===== config.mk =====
export PLATFORM = sky130hd
export DESIGN_NAME = idxwin_bridge
export DESIGN_NICKNAME = d
export VERILOG_FILES = /design/src/rtl/idxwin_pkg.sv /design/src/rtl/idxwin_ctrl_latch.sv /design/src/rtl/idxwin_class_decode.sv /design/src/rtl/idxwin_xfer_fsm.sv /design/src/rtl/idxwin_bridge.sv
export SDC_FILE = /design/constraint.sdc
export NUM_CORES = 1
export LEC_CHECK = 0
export BUFFER_PORTS_ARGS = -buffer_cell sky130_fd_sc_hd__buf_4
export CELL_PAD_IN_SITES_DETAIL_PLACEMENT = 0
export CELL_PAD_IN_SITES_GLOBAL_PLACEMENT = 1
export CORE_MARGIN = 2
export CORE_UTILIZATION = 40
export DETAILED_ROUTE_END_ITERATION = 10
export GPL_ROUTABILITY_DRIVEN = 0
export PLACE_DENSITY_LB_ADDON = 0.08
export SLEW_MARGIN = 10
export SYNTH_ARGS = -nofsm -noshare
export SYNTH_HDL_FRONTEND = slang
export SYNTH_HIERARCHICAL = 1
export SYNTH_SLANG_ARGS = --single-unit

===== constraint.sdc =====
create_clock -name clk -period 5.2 [get_ports clk]
set_input_delay 1.3 -clock clk [delete_from_list [all_inputs] [get_ports clk]]
set_output_delay 1.3 -clock clk [all_outputs]
set_load 0.01 [all_outputs]

===== src/rtl/idxwin_pkg.sv =====
package idxwin_pkg;
  localparam int NUM_CLS = 4;
  localparam int CLS_W   = 2;

  typedef enum logic [CLS_W-1:0] {
    CLS_BUF = 2'b00,
    CLS_PIO = 2'b01,
    CLS_CMD = 2'b10,
    CLS_RAW = 2'b11
  } cmd_class_e;

  typedef enum logic [1:0] {
    ST_IDLE = 2'b00,
    ST_BUSY = 2'b01,
    ST_DONE = 2'b10
  } xfer_st_e;
endpackage


===== src/rtl/idxwin_ctrl_latch.sv =====
module idxwin_ctrl_latch #(
  parameter int CMD_AW = 28
) (
  input  logic              clk,
  input  logic              rst_n,
  input  logic              wr_en,
  input  logic [CMD_AW-1:0] wr_data,
  output logic [CMD_AW-1:0] word,
  output logic              vld
);
  always_ff @(posedge clk) begin
    if (!rst_n) begin
      word <= '0;
      vld  <= 1'b0;
    end else if (wr_en) begin
      word <= wr_data;
      vld  <= 1'b1;
    end
  end


  word_persist_chk: assert property (@(posedge clk) disable iff (!rst_n)
    !wr_en |=> $stable(word));


  vld_sticky_chk: assert property (@(posedge clk) disable iff (!rst_n)
    vld |=> vld);
endmodule


===== src/rtl/idxwin_class_decode.sv =====
module idxwin_class_decode
  import idxwin_pkg::*;
#(
  parameter int CMD_AW = 28
) (
  input  logic               clk,
  input  logic               rst_n,
  input  logic               en,
  input  logic [CMD_AW-1:0]  addr,
  output logic [NUM_CLS-1:0] sel
);
  localparam int CLS_LSB = CMD_AW - CLS_W;

  cmd_class_e code;
  assign code = cmd_class_e'(addr[CMD_AW-1:CLS_LSB]);

  for (genvar i = 0; i < NUM_CLS; i++) begin : g_sel
    assign sel[i] = en && (code == cmd_class_e'(i));
  end


  sel_onehot_chk: assert property (@(posedge clk) disable iff (!rst_n)
    $onehot0(sel));


  sel_idle_zero_chk: assert property (@(posedge clk) disable iff (!rst_n)
    !en |-> (sel == '0));
endmodule


===== src/rtl/idxwin_xfer_fsm.sv =====
module idxwin_xfer_fsm
  import idxwin_pkg::*;
#(
  parameter int DW     = 32,
  parameter int CMD_AW = 28
) (
  input  logic              clk,
  input  logic              rst_n,
  input  logic              start,
  input  logic              start_we,
  input  logic [DW-1:0]     start_wdata,
  input  logic [CMD_AW-1:0] start_addr,
  output logic              idle,
  output logic              done,
  output logic [DW-1:0]     rdata_q,
  output logic              c_valid,
  input  logic              c_ack,
  output logic              c_write,
  output logic [CMD_AW-1:0] c_addr,
  output logic [DW-1:0]     c_wdata,
  input  logic [DW-1:0]     c_rdata
);
  xfer_st_e st;

  always_ff @(posedge clk) begin
    if (!rst_n) begin
      st      <= ST_IDLE;
      c_write <= 1'b0;
      c_addr  <= '0;
      c_wdata <= '0;
      rdata_q <= '0;
    end else begin
      case (st)
        ST_IDLE: if (start) begin
          st      <= ST_BUSY;
          c_write <= start_we;
          c_addr  <= start_addr;
          c_wdata <= start_wdata;
          rdata_q <= '0;
        end
        ST_BUSY: if (c_ack) begin
          st <= ST_DONE;
          if (!c_write) rdata_q <= c_rdata;
        end
        default: st <= ST_IDLE;
      endcase
    end
  end

  assign c_valid = (st == ST_BUSY);
  assign idle    = (st == ST_IDLE);
  assign done    = (st == ST_DONE);


  req_hold_chk: assert property (@(posedge clk) disable iff (!rst_n)
    (c_valid && !c_ack) |=> (c_valid && $stable(c_addr) && $stable(c_write) && $stable(c_wdata)));


  ack_to_done_chk: assert property (@(posedge clk) disable iff (!rst_n)
    (c_valid && c_ack) |=> (done && !c_valid));


  start_to_req_chk: assert property (@(posedge clk) disable iff (!rst_n)
    (idle && start) |=> c_valid);
endmodule


===== src/rtl/idxwin_bridge.sv =====
module idxwin_bridge
  import idxwin_pkg::*;
#(
  parameter int          DW       = 32,
  parameter int          HOST_AW  = 8,
  parameter int          CMD_AW   = 28,
  parameter logic [7:0]  CTRL_OFF = 8'h00,
  parameter logic [7:0]  DATA_OFF = 8'h10,
  parameter bit          INDEXED  = 1'b1
) (
  input  logic               clk,
  input  logic               rst_n,
  input  logic               h_valid,
  output logic               h_ready,
  input  logic               h_write,
  input  logic [HOST_AW-1:0] h_addr,
  input  logic [DW-1:0]      h_wdata,
  output logic [DW-1:0]      h_rdata,
  output logic               h_err,
  output logic               c_valid,
  input  logic               c_ack,
  output logic               c_write,
  output logic [CMD_AW-1:0]  c_addr,
  output logic [DW-1:0]      c_wdata,
  input  logic [DW-1:0]      c_rdata,
  output logic [NUM_CLS-1:0] cmd_sel,
  output logic               idx_present
);
  localparam int PAD_W = DW - CMD_AW;

  logic              is_ctrl, is_data, is_other;
  logic              idle, done, fwd, ctrl_wr, ctrl_vld;
  logic [CMD_AW-1:0] ctrl_word;
  logic [DW-1:0]     fsm_rdata;

  assign is_ctrl  = (h_addr == HOST_AW'(CTRL_OFF));
  assign is_data  = (h_addr == HOST_AW'(DATA_OFF));
  assign is_other = !is_ctrl && !is_data;

  assign fwd     = h_valid && idle && is_data && ctrl_vld;
  assign ctrl_wr = h_valid && idle && is_ctrl && h_write;

  idxwin_ctrl_latch #(.CMD_AW(CMD_AW)) u_latch (
    .clk(clk), .rst_n(rst_n), .wr_en(ctrl_wr),
    .wr_data(h_wdata[CMD_AW-1:0]), .word(ctrl_word), .vld(ctrl_vld)
  );

  idxwin_xfer_fsm #(.DW(DW), .CMD_AW(CMD_AW)) u_fsm (
    .clk(clk), .rst_n(rst_n), .start(fwd), .start_we(h_write),
    .start_wdata(h_wdata), .start_addr(ctrl_word), .idle(idle),
    .done(done), .rdata_q(fsm_rdata), .c_valid(c_valid), .c_ack(c_ack),
    .c_write(c_write), .c_addr(c_addr), .c_wdata(c_wdata), .c_rdata(c_rdata)
  );

  idxwin_class_decode #(.CMD_AW(CMD_AW)) u_dec (
    .clk(clk), .rst_n(rst_n), .en(c_valid), .addr(c_addr), .sel(cmd_sel)
  );

  always_comb begin
    h_ready = 1'b0;
    h_err   = 1'b0;
    h_rdata = '0;
    if (done) begin
      h_ready = 1'b1;
      h_rdata = fsm_rdata;
    end else if (h_valid && idle && !fwd) begin
      h_ready = 1'b1;
      h_err   = is_other || is_data;
      if (is_ctrl && !h_write) h_rdata = {{PAD_W{1'b0}}, ctrl_word};
    end
  end

  assign idx_present = INDEXED;


  no_req_without_ctrl_chk: assert property (@(posedge clk) disable iff (!rst_n)
    c_valid |-> ctrl_vld);


  stall_until_ack_chk: assert property (@(posedge clk) disable iff (!rst_n)
    c_valid |-> !h_ready);


  other_no_req_chk: assert property (@(posedge clk) disable iff (!rst_n)
    (idle && h_valid && is_other) |=> !c_valid);
endmodule


# Yosys cells after proc, flatten, opt, wreduce, memory -nomap -nowiden
# Index checks and enable logic that the tools add are counted.
[classes]
eq_ne = 9
n_mux = 14
n_reduce_logical = 24
[op_table]
columns = ["cell", "count"]
rows = [
  ["32-bit two-way mux", 4],
  ["32-bit one-hot mux with 2 select lines", 1],
  ["28-bit two-way mux", 2],
  ["1-bit logical AND", 12],
  ["8-bit by 5-bit == test with 1-bit output, second input constant", 1],
  ["8-bit logical NOT", 1],
  ["2-bit == test, second input constant", 3],
  ["2-bit by 1-bit == test with 1-bit output, second input constant", 2],
  ["1-bit logical NOT", 4],
  ["2-bit logical NOT", 2],
  ["1-bit two-way mux", 4],
  ["2-bit two-way mux", 2],
  ["2-bit inequality test, second input constant", 2],
  ["2-bit one-hot mux with 2 select lines", 1],
  ["2-bit AND reduction", 2],
  ["4-bit AND reduction", 1],
  ["2-bit by 1-bit inequality test with 1-bit output, second input constant", 1],
  ["2-bit nonzero test", 1],
  ["1-bit logical OR", 1],
]
[word_totals]
register_bits = 124
input_bits = 77
out_inout_bits = 101
word_cells = 54

# Logic depth before layout (Yosys ltp)
# Gate-level depths: netlist of run 1.
[depth]
word_depth = 8
depth_mapped = 8

# Hierarchy
# Netlist of run 1, hierarchy kept.
[modules_own_cells]
columns = ["module", "instances", "cells_each", "area_per_inst_um2"]
rows = [
  ["idxwin_xfer_fsm", 1, 416, 3657.3],
  ["idxwin_ctrl_latch", 1, 92, 1094.8],
  ["idxwin_bridge", 1, 57, 454.2],
  ["idxwin_class_decode", 1, 4, 37.5],
]

# Least setup slack after synthesis of run 1
# OpenSTA, ideal clock, no wires.
[synth_path]
path_type = "input -> output"
start = "input port h_addr[7]"
end = "output port h_rdata[0]"
arrival_ps = 2781
path_slack_ps = 1119
cell_stages = 5
cell_sequence = "or4_1 buf_2 nor4b_4 buf_6 a22o_2"
[synth_between]
elab_chain_cells = 7
word_cells_on_any_way = 10
cone_classes = "eq/ne: 1; mux: 3; reduce/logical: 6"
[synth_rtl]
columns = ["element", "line", "source"]
rows = [
  ["start, declared", "idxwin_bridge.sv:16", "input logic [HOST_AW-1:0] h_addr,"],
  ["8-bit by 5-bit == test with 1-bit output", "idxwin_bridge.sv:37", "assign is_data = (h_addr == HOST_AW'(DATA_OFF));"],
  ["1-bit logical AND (2 in a row)", "idxwin_bridge.sv:40", "assign fwd = h_valid && idle && is_data && ctrl_vld;"],
  ["1-bit logical NOT", "idxwin_bridge.sv:66", "end else if (h_valid && idle && !fwd) begin"],
  ["1-bit logical AND", "idxwin_bridge.sv:66", ""],
  ["28-bit two-way mux *", "idxwin_bridge.sv:66", ""],
  ["32-bit two-way mux *", "idxwin_bridge.sv:63", "if (done) begin"],
  ["end, declared", "idxwin_bridge.sv:18", "output logic [DW-1:0] h_rdata,"],
]
# Mark *: on every way between the ends. The rest lies on a longest branch, timed or not.

# Worst setup path in the final report of run 1
[layout_path]
start = "input port h_addr[7]"
end = "output port h_rdata[27]"
# The elaborated chain is that of the path after synthesis.

==> key figures, run 1 <==
Status
  • Status: finished, final reports clean

Yosys
  • Post-synthesis mux area share: ~11%
  • XOR/XNOR share of the synthesized area: 0%
  • Post-synth top area share: approximately 47%
  • Compound-cell area share of the yosys netlist: 14.7%
  • Post-synthesis adder-cell area fraction: 0%
  • Yosys top cell by area: dfxtp_1
  • Post-synth EDFFs: 0
  • Cell count after synthesis: roughly 570
  • Avg Cell Area, Syn: 9.22 sq um
  • Syn nets: 646
  • Cell variety after synth: 31
  • Largest family of logic cells by synthesized area: simple AND/OR/NAND/NOR gates
  • Sequential element share of the synthesized area: roughly 47%
  • Ys Warns: 6
  • Seq cells post-synth: around 120
  • Most used DFF post-synth: dfxtp_1
  • Largest cells by area after synthesis: dfxtp_1 (47%), nand2_1 (13%), mux2i_1 (11%)
  • Syn Std Cell Area: between 5000 and 6000 sq um
  • Post-synthesis simple-gate area fraction: between 20% and 30%
  • Asr flop ratio synth: 0%

Timing
  • Final worst setup slack: about 0.92 ns
  • Final Hold Viols: 0
  • Slew Viols, Final: 0
  • Final period util: 82.4%
  • Tmin final: 4.28 ns
  • Slew margin rel.: between 20% and 30%
  • Setup_tns: 0 ns
  • Max Freq: between 0.2 and 0.25 GHz
  • Clock skew: between 0.007 and 0.008 ns
  • Final setup vio count: 0
  • RSZ-0062 raised after global routing: no
  • Least-Margin Pin Slew: approximately 1.1 ns

Die
  • Core area: roughly 13000 sq um
  • Chip width: 118 um
  • Die area: 14000 sq um
  • Top Ports: about 180
  • Initial core utilization: 41.2%
  • Die height: between 100 and 150 um
  • Cell Rows: 41

Routing
  • Met3 wire length: a little over 900 um
  • Via Count: approximately 4400
  • Metal2 WL: between 6 and 7 mm
  • DRC viols: 0
  • Post-Route M1 WL: 6.28 mm
  • Final WL: between 10 and 15 mm
  • Post-DR wirelength/cell: about 16 um
  • TritonRoute pass-1 iters: 4
  • Antenna-violating nets left: 0
  • Vias per Instance: about 5
  • Initial DRC count: approximately 260
  • Uppermost routed layer: met4

Placed design
  • Setup WS pre-CTS: slightly above 0.9 ns
  • Port-buffer cells: around 180
  • DP HPWL: roughly 9.5 mm

Global routing
  • First-pass GRT wire length: ~23 mm
  • Largest net degree at the start of global routing: ~120
  • Vias in the first global route: 4381
  • Initial antenna violation count: 0
  • Total track usage: around a fifth
  • Total congestion overflow: 0

Setup path
  • Worst setup SP type: input pin
  • Setup crit end kind: output pin
  • Worst EP required: ~3.9 ns
  • CP arrival: a little under 3 ns
  • CP Max Fanout: 15
  • R2r worst-path depth: 7
  • Crit path kind: input pin to output pin

Clock network
  • CTS sink cnt: approximately 120
  • Post-CTS sizing: 0
  • CTS tree: yes
  • Cts bufs inserted: 17
  • H-tree Lvls: 4
  • CTS root buffer: clkbuf_16
  • Hold_buf cts: 0
  • Clk slew on worst S/H paths: roughly 0.05 ns
  • Clk Latency, worst-skew pair: roughly 0.4 ns
  • Postcts setup bufs: 0
  • Maximum buffer depth of the clock tree: 2

Run
  • Max cap viols: 0

Power and ir drop
  • PD cells: 310 nW/um^2
  • Total power: around 2.2 mW
  • Peak VDD IR: around 0.19 mV
  • Leak: slightly above 3 nW

Cells and area
  • Multi-input logic area: between 2000 and 2500 sq um
  • Final layout net count: 804
  • Fillers: 1229
  • N_diodes: 0
  • Core Util, Final: around 56%
  • Area grow syn2layout: 36.7%
  • Share of cells above drive strength 1: about a third
  • Reg area: roughly 2500 sq um

Worst hold path
  • Hold path cells: 2
  • Worst Hold Class: register to register
[routing by layer]
metal,vias up,track usage [%]
met5,-,0
met4,0,7.29
met3,12,6.85
met2,119,33.6
met1,2107,25.5
li1,2200,-
[stage by stage]
step           area, sq um  std cells  hold WS, ns
2_1_floorplan         5240        569        0.433
5_1_grt               7170        912        0.477
4_1_cts               7170        912        0.455
3_3_place_gp          6560        880        0.440
3_5_place_dp          6560        880        0.447
6_report              7170        912        0.452
[report_power, final]
part           internal [mW]  switching, mW
registers              0.951       0.000138
clock network          0.801          0.392
logic                 0.0498         0.0296
total                   1.80          0.421
[flip-flops by register name, summed over array words and instances, names as in the netlist]
register,count
u_fsm/rdata_q,32
u_fsm/c_wdata,32
u_fsm/st,2
u_fsm/c_write,1
u_latch/word,28
u_fsm/c_addr,28
u_latch/vld,1
[kinds of logic after synthesis]
family / count (synthesis)
buf+inv: 47
mux: 60
simple gates: 244
flops: 124
other cells: 1
compound gates: 93
[worst max-delay path: stages]
cell and delay, ns:
buf_4 0.10, or4_1 0.68, nor4b_4 0.32, buf_4 0.29
a22o_2 0.18, buf_4 0.11
[synth_stat cells (3+ instances only)]
library cell  count
a22o_2           20
buf_2            17
a21boi_1         61
dfxtp_1         124
a22o_1            8
mux2i_1          60
nor3_1            3
nor2b_1          31
clkbuf_1         19
nor2_1            3
and3b_1           3
nand2_1         188
buf_12            4
and2_1            5
buf_6             4
[cell usage in the layout (no fill, tap or decap), drive strengths merged, types with 3 or more instances in the layout]
master / netlist / final
nand2: 188 / 188
buf: 27 / 185
dfxtp: 124 / 124
a21boi: 61 / 61
mux2i: 60 / 60
nor2b: 31 / 31
a22o: 28 / 28
clkbuf: 19 / 25
and2: 5 / 5
clkinv: 0 / 4
nor2: 3 / 3
nor3: 3 / 3
bufinv: 0 / 3
and3b: 3 / 3
[final timing paths]
check	end	from	slack [ns]
setup / recovery	h_rdata[27]	h_addr[7]	0.92
setup reg to reg	u_fsm/c_wdata[21]$_SDFFE_PN0P_	u_fsm/st[0]$_SDFFE_PN0P_	2.58
hold reg to reg	u_fsm/c_wdata[1]$_SDFFE_PN0P_	u_fsm/c_wdata[1]$_SDFFE_PN0P_	0.45
hold / removal	u_fsm/c_wdata[1]$_SDFFE_PN0P_	u_fsm/c_wdata[1]$_SDFFE_PN0P_	0.45
[layout make-up]
class                   count  share of cell area [%]
clock buffers              25                    6.91
clock inverters             7                    1.54
inverters                   1                  0.0524
multi-input cells         398                    34.5
flip-flops and latches    124                    34.6
well taps                 172                    3.00
repair buffers            185                    19.4
(Power assumes the default switching activity.)
==> run 2, diff against run 1 <==
--- a/config.mk
+++ b/config.mk
@@ -9,7 +9,7 @@
 export CELL_PAD_IN_SITES_DETAIL_PLACEMENT = 0
 export CELL_PAD_IN_SITES_GLOBAL_PLACEMENT = 1
 export CORE_MARGIN = 2
-export CORE_UTILIZATION = 40
+export CORE_UTILIZATION = 37
 export DETAILED_ROUTE_END_ITERATION = 10
 export GPL_ROUTABILITY_DRIVEN = 0
 export PLACE_DENSITY_LB_ADDON = 0.08
==> constraint.sdc (replaced) <==
create_clock -name clk -period 4.4 [get_ports clk]
set_input_delay 1.1 -clock clk [delete_from_list [all_inputs] [get_ports clk]]
set_output_delay 1.1 -clock clk [all_outputs]
set_load 0.01 [all_outputs]
==> key figures, run 2 (same netlist as run 1, synthesis figures left out) <==
Power and ir drop
  • Comb power frac: 3.5% (was 3.6%)
  • Switching power: 0.505 mW (was 0.421 mW)
  • Peak VDD IR: 0.252 mV (was 0.186 mV)
  • Seq pwr share: 43.0% (was 42.8%)
  • Switching fraction of total power: 19.3% (was 18.9%)
  • Clock network power share: 53.5% (was 53.7%)
  • Leak: 3.05 nW (about the same)
  • Internal: 2.11 mW (was 1.80 mW)
  • PD cells: 365 nW/um^2 (was 310 nW/um^2)

Cells and area
  • Largest registers: u_fsm/c_wdata x32, u_fsm/rdata_q x32 (unchanged)
  • Reg area: 2480 sq um (unchanged)
  • Final layout net count: 803 (was 804)
  • Most frequent cells in the layout: nand2_1 (188), buf_4 (183), dfxtp_1 (124) (was nand2_1 (188), buf_4 (185), dfxtp_1 (124))
  • Share of cells above drive strength 1: 32.4% (was 32.6%)
  • Post-Layout Cell Count: 918 (was 912)
  • N_diodes: 0 (unchanged)
  • Final Cell Area: 7170 sq um (about the same)
  • Area grow syn2layout: 36.7% (about the same)
  • Commonest non-fill, non-tap cell in the layout: nand2_1 (unchanged)
  • Fillers: 1328 (was 1229)
  • Multi-input logic area: 2470 sq um (about the same)

Die
  • Core area: 13900 sq um (was 12700 sq um)
  • Initial core utilization: 37.8% (was 41.2%)
  • Chip width: 123 um (was 118 um)
  • Die height: 123 um (was 118 um)
  • Top Ports: 178 (unchanged)
  • Cell Rows: 43 (was 41)
  • Die area: 15100 sq um (was 14000 sq um)

Timing
  • Max Freq: 0.251 GHz
  • Final period util: 90.4%
  • Setup_tns: 0 ns (unchanged)
  • Least-Margin Pin Slew: 1.09 ns (was 1.08 ns)
  • Final setup vio count: 0 (unchanged)
  • Clock skew: 0.00737 ns (was 0.00734 ns)
  • RSZ-0062 raised after global routing: no (unchanged)
  • Slew margin rel.: 27.5% (was 28.2%)
  • Tmin final: between 3 and 4 ns
  • Final worst setup slack: 0.421 ns (was 0.916 ns)
  • Final Hold Viols: 0 (unchanged)
  • Slew Viols, Final: 0 (unchanged)

Routing
  • TritonRoute pass-1 iters: 4 (unchanged)
  • Antenna-violating nets left: 0 (unchanged)
  • Vias per Instance: 4.85 (was 4.87)
  • DRC viols: 0 (unchanged)
  • Final WL: 14.4 mm (was 14.3 mm)
  • Initial DRC count: 224 (was 257)
  • Post-DR wirelength/cell: 15.7 um (was 15.6 um)
  • Via Count: 4456 (was 4438)

Setup path
  • Setup crit end kind: output pin (unchanged)
  • CP arrival: 2.88 ns (was 2.98 ns)
  • Worst setup SP type: input pin (unchanged)
  • Crit path kind: input pin to output pin (unchanged)
  • Worst EP required: 3.30 ns (was 3.90 ns)
  • CP Max Fanout: 28 (was 15)

Placed design
  • Inst Count DP: 887 (was 880)
  • Port-buffer cells: 176 (unchanged)
  • DP HPWL: 9.50 mm (was 9.48 mm)
  • DP Area: 6580 sq um (was 6560 sq um)
  • Setup WS pre-CTS: 0.433 ns (was 0.917 ns)

Clock network
  • Hold_buf cts: 0 (unchanged)
  • CTS tree: yes (unchanged)
  • Postcts setup bufs: 0 (unchanged)
  • H-tree Lvls: 4 (unchanged)
  • CTS sink cnt: 124 (unchanged)
  • Clk Latency, worst-skew pair: 0.41 ns (was 0.40 ns)
  • Clk slew on worst S/H paths: 0.05 ns (about the same)
  • CTS root buffer: clkbuf_16 (unchanged)
  • Post-CTS sizing: 0 (unchanged)
  • Maximum buffer depth of the clock tree: 2 (unchanged)
  • Cts bufs inserted: 17 (unchanged)

Global routing
  • Largest net degree at the start of global routing: 124 (unchanged)
  • First-pass GRT wire length: 21.8 mm (was 22.8 mm)
  • Vias in the first global route: 4262 (was 4381)
  • Total congestion overflow: 0 (unchanged)
  • Total track usage: 19.1% (was 20.6%)
  • Initial antenna violation count: 0 (unchanged)

Worst hold path
  • Worst Hold Class: register to register (unchanged)

Status
  • Status: finished, final reports clean (unchanged)

Run
  • Max cap viols: 0 (unchanged)
==> run 2: final timing paths <==
kind,from,endpoint,slack (ns),depth (start not counted)
min,u_fsm/c_addr[3]$_SDFFE_PN0P_,u_fsm/c_addr[3]$_SDFFE_PN0P_,0.45,2
min reg2reg,u_fsm/c_addr[3]$_SDFFE_PN0P_,u_fsm/c_addr[3]$_SDFFE_PN0P_,0.45,2
max reg2reg,u_fsm/st[0]$_SDFFE_PN0P_,u_fsm/c_addr[17]$_SDFFE_PN0P_,1.86,7
max,h_addr[7],h_rdata[13],0.42,6
==> run 2: final cells by class <==
type / count / share of cell area (%)
inverter: 1 / 0.0523
multi-input combinational: 398 / 34.5
sequential: 124 / 34.6
tap: 180 / 3.14
clock buffer: 23 / 6.67
timing repair buffer: 184 / 19.4
clock inverter: 8 / 1.61
==> run 2: routing by layer <==
| layer | vias up | GRT usage (%) | share of wire, % |
|---|---|---|---|
| met1 | 2123 | 22.8 | 43 |
| met4 | 0 | 7.95 | 1.7 |
| met2 | 120 | 31.5 | 49 |
| li1 | 2197 | - | - |
| met5 | - | 0 | 0 |
| met3 | 16 | 6.69 | 6.5 |
==> run 2: worst max-delay path, cell delays in order <==
cell and delay, ns:
buf_4 0.10, or4_1 0.66, nor4b_4 0.29, buf_4 0.39, a22o_2 0.22, buf_4 0.11
==> run 2: power groups by stage <==
stage                     Sequential (mW)  Clock [mW]  Combinational [mW]
after CTS                            1.12        1.43              0.0935
after floorplan                      1.15           0              0.0298
final                                1.12        1.40              0.0926
after global routing                 1.12        1.48              0.0992
after detailed placement             1.15           0              0.0934
after global placement               1.15           0              0.0927
==> run 2: stage by stage <==
step / utilization (%) / total power, mW / hold slack, ns
2_1_floorplan: - / 1.18 / 0.433
3_3_place_gp: 47.4 / 1.24 / 0.440
3_5_place_dp: 47.4 / 1.24 / 0.446
4_1_cts: 51.7 / 2.65 / 0.453
5_1_grt: 51.7 / 2.70 / 0.475
6_report: 51.7 / 2.61 / 0.450
==> run 3, diff against run 2 <==
==> constraint.sdc (replaced) <==
create_clock -name clk -period 4.4 [get_ports clk]
set_input_delay 1.1 -clock clk [delete_from_list [all_inputs] [get_ports clk]]
set_output_delay 1.1 -clock clk [all_outputs]
set_load 0.1 [all_outputs]
==> key figures, run 3 (same netlist as run 1, synthesis figures left out) <==
Timing
  • Slew margin rel.: 27.5% (about the same)
  • RSZ-0062 raised after global routing: no (unchanged)
  • Slew Viols, Final: 0 (unchanged)
  • Least-Margin Pin Slew: 1.09 ns (about the same)
  • Clock skew: 0.00593 ns (was 0.00737 ns)
  • Final worst setup slack: 0.335 ns (was 0.421 ns)
  • Final setup vio count: 0 (unchanged)
  • Final Hold Viols: 0 (unchanged)
  • Final period util: 92.4% (was 90.4%)
  • Tmin final: 4.06 ns (was 3.98 ns)
  • Max Freq: 0.246 GHz (was 0.251 GHz)
  • Setup_tns: 0 ns (unchanged)

Power and ir drop
  • Leak: 3.03 nW (was 3.05 nW)
  • Internal: 2.02 mW (was 2.11 mW)
  • Switching power: 0.492 mW (was 0.505 mW)
  • Comb power frac: 4.1% (was 3.5%)
  • Total power: 2.51 mW (was 2.61 mW)
  • Switching fraction of total power: 19.6% (was 19.3%)
  • PD cells: 352 nW/um^2 (was 365 nW/um^2)
  • Peak VDD IR: 0.287 mV (was 0.252 mV)
  • Seq pwr share: 44.8% (was 43.0%)
  • Clock network power share: 51.0% (was 53.5%)

Setup path
  • RR Startpoint: u_fsm/st[0]$_SDFFE_PN0P_ (unchanged)
  • CP Max Fanout: 14 (was 28)
  • Worst EP required: 3.30 ns (about the same)
  • R2r worst-path depth: 7 (unchanged)
  • Worst setup SP type: input pin (unchanged)
  • Reg2Reg Capture Point: u_fsm/c_addr[6]$_SDFFE_PN0P_ (was u_fsm/c_addr[17]$_SDFFE_PN0P_)
  • CP startpoint: h_addr[7] (unchanged)
  • Setup crit end kind: output pin (unchanged)
  • CP arrival: 2.96 ns (was 2.88 ns)
  • Crit path kind: input pin to output pin (unchanged)
  • CP endpoint: h_rdata[13] (unchanged)
  • Flop-to-flop setup slack: 2.01 ns (was 1.86 ns)

Routing
  • Via Count: 4381 (was 4456)
  • Antenna-violating nets left: 0 (unchanged)
  • TritonRoute pass-1 iters: 4 (unchanged)
  • DRC viols: 0 (unchanged)
  • Vias per Instance: 4.78 (was 4.85)
  • Initial DRC count: 191 (was 224)
  • Final WL: 14.5 mm (was 14.4 mm)
  • Post-DR wirelength/cell: 15.8 um (was 15.7 um)

Clock network
  • CTS sink cnt: 124 (unchanged)
  • Cts bufs inserted: 17 (unchanged)
  • Maximum buffer depth of the clock tree: 2 (unchanged)
  • CTS tree: yes (unchanged)
  • H-tree Lvls: 4 (unchanged)
  • Hold_buf cts: 0 (unchanged)
  • Post-CTS sizing: 0 (unchanged)
  • Postcts setup bufs: 0 (unchanged)
  • Clk Latency, worst-skew pair: 0.40 ns (was 0.41 ns)
  • Clk slew on worst S/H paths: 0.05 ns (about the same)
  • CTS root buffer: clkbuf_16 (unchanged)

Worst hold path
  • Hold path cells: 2 (unchanged)
  • Worst Hold Class: register to register (unchanged)

Run
  • Max cap viols: 0 (unchanged)

Die
  • Core area: 13900 sq um (unchanged)
  • Top Ports: 178 (unchanged)
  • Die height: 123 um (unchanged)
  • Cell Rows: 43 (unchanged)
  • Initial core utilization: 37.8% (unchanged)
  • Die area: 15100 sq um (unchanged)
  • Chip width: 123 um (unchanged)

Placed design
  • Port-buffer cells: 176 (unchanged)
  • Setup WS pre-CTS: 0.352 ns (was 0.433 ns)
  • DP Area: 6590 sq um (was 6580 sq um)
  • DP HPWL: 9.43 mm (was 9.50 mm)

Cells and area
  • Final layout net count: 805 (was 803)
  • Commonest non-fill, non-tap cell in the layout: nand2_1 (unchanged)
  • Fillers: 1316 (was 1328)
  • N_diodes: 0 (unchanged)
  • Area grow syn2layout: 35.9% (was 36.7%)
  • Reg area: 2480 sq um (unchanged)
  • Most frequent cells in the layout: nand2_1 (188), buf_4 (186), dfxtp_1 (124) (was nand2_1 (188), buf_4 (183), dfxtp_1 (124))
  • Largest registers: u_fsm/c_wdata x32, u_fsm/rdata_q x32 (unchanged)
  • Core Util, Final: 51.4% (was 51.7%)
  • Multi-input logic area: 2480 sq um (was 2470 sq um)
  • Final Cell Area: 7130 sq um (was 7170 sq um)
  • Share of cells above drive strength 1: 32.5% (was 32.4%)

Global routing
  • Largest net degree at the start of global routing: 124 (unchanged)
  • Total congestion overflow: 0 (unchanged)
  • Total track usage: 19.2% (was 19.1%)
  • Vias in the first global route: 4217 (was 4262)
  • Initial antenna violation count: 0 (unchanged)
  • First-pass GRT wire length: 22.0 mm (was 21.8 mm)

Status
  • Status: finished, final reports clean (unchanged)
[run 3: cell types whose count changed in the layout (fill, tap and decap cells not counted)]
cell / before / now
buf_4: 183 / 186
clkinv_2: 5 / 1
clkbuf_8: 3 / 5
buf_12: 1 / 0
bufinv_16: 3 / 1
nor2b_1: 31 / 30
nor3_1: 3 / 2
nor2b_2: 0 / 1
nor3_2: 0 / 1
[run 3: layout make-up]
cell class | count | share of cell area [%]
sequential | 124 | 34.8
timing repair buffer | 186 | 19.6
tap | 180 | 3.16
inverter | 1 | 0.0527
clock inverter | 2 | 0.491
clock buffer | 25 | 7.09
multi-input combinational | 398 | 34.8
[run 3: worst max-delay path: stages]
cell,delay (ns)
buf_4,0.11
or4_1,0.69
nor4b_4,0.32
buf_4,0.28
a22o_2,0.18
buf_4,0.28
[run 3: metrics by stage]
stage               hold slack, ns  std cells
CTS                          0.453        916
finish                       0.451        916
detailed placement           0.445        889
global route                 0.473        916
floorplan                    0.433        569
global placement             0.440        889
[run 3: power by group through the flow]
stage | Clock (mW) | Sequential (mW) | Combinational (mW)
6_report | 1.28 | 1.12 | 0.104
5_1_grt | 1.37 | 1.12 | 0.110
4_1_cts | 1.32 | 1.12 | 0.105
3_5_place_dp | 0 | 1.15 | 0.105
3_3_place_gp | 0 | 1.15 | 0.104
2_1_floorplan | 0 | 1.15 | 0.0401
[run 3: worst min path at each step]
stage / start / end / slack, ns
detailed placement: u_fsm/c_addr[24]$_SDFFE_PN0P_ / u_fsm/c_addr[24]$_SDFFE_PN0P_ / 0.45
global route: u_fsm/rdata_q[31]$_SDFFE_PN0P_ / u_fsm/rdata_q[31]$_SDFFE_PN0P_ / 0.47
CTS: u_fsm/c_addr[24]$_SDFFE_PN0P_ / u_fsm/c_addr[24]$_SDFFE_PN0P_ / 0.45
global placement: u_fsm/rdata_q[31]$_SDFFE_PN0P_ / u_fsm/rdata_q[31]$_SDFFE_PN0P_ / 0.44
finish: u_fsm/c_addr[24]$_SDFFE_PN0P_ / u_fsm/c_addr[24]$_SDFFE_PN0P_ / 0.45
floorplan: u_fsm/rdata_q[28]$_SDFFE_PN0P_ / u_fsm/rdata_q[28]$_SDFFE_PN0P_ / 0.43
[run 3: per-layer routing]
metal,up-vias,routed length [um],global-route usage [%],part of all wire (%)
met5,-,0,0,0
met4,0,246,7.17,1.7
met3,14,1150,7.89,7.9
met2,121,6750,30.5,47
met1,2046,6310,23.3,44
li1,2200,-,-,-
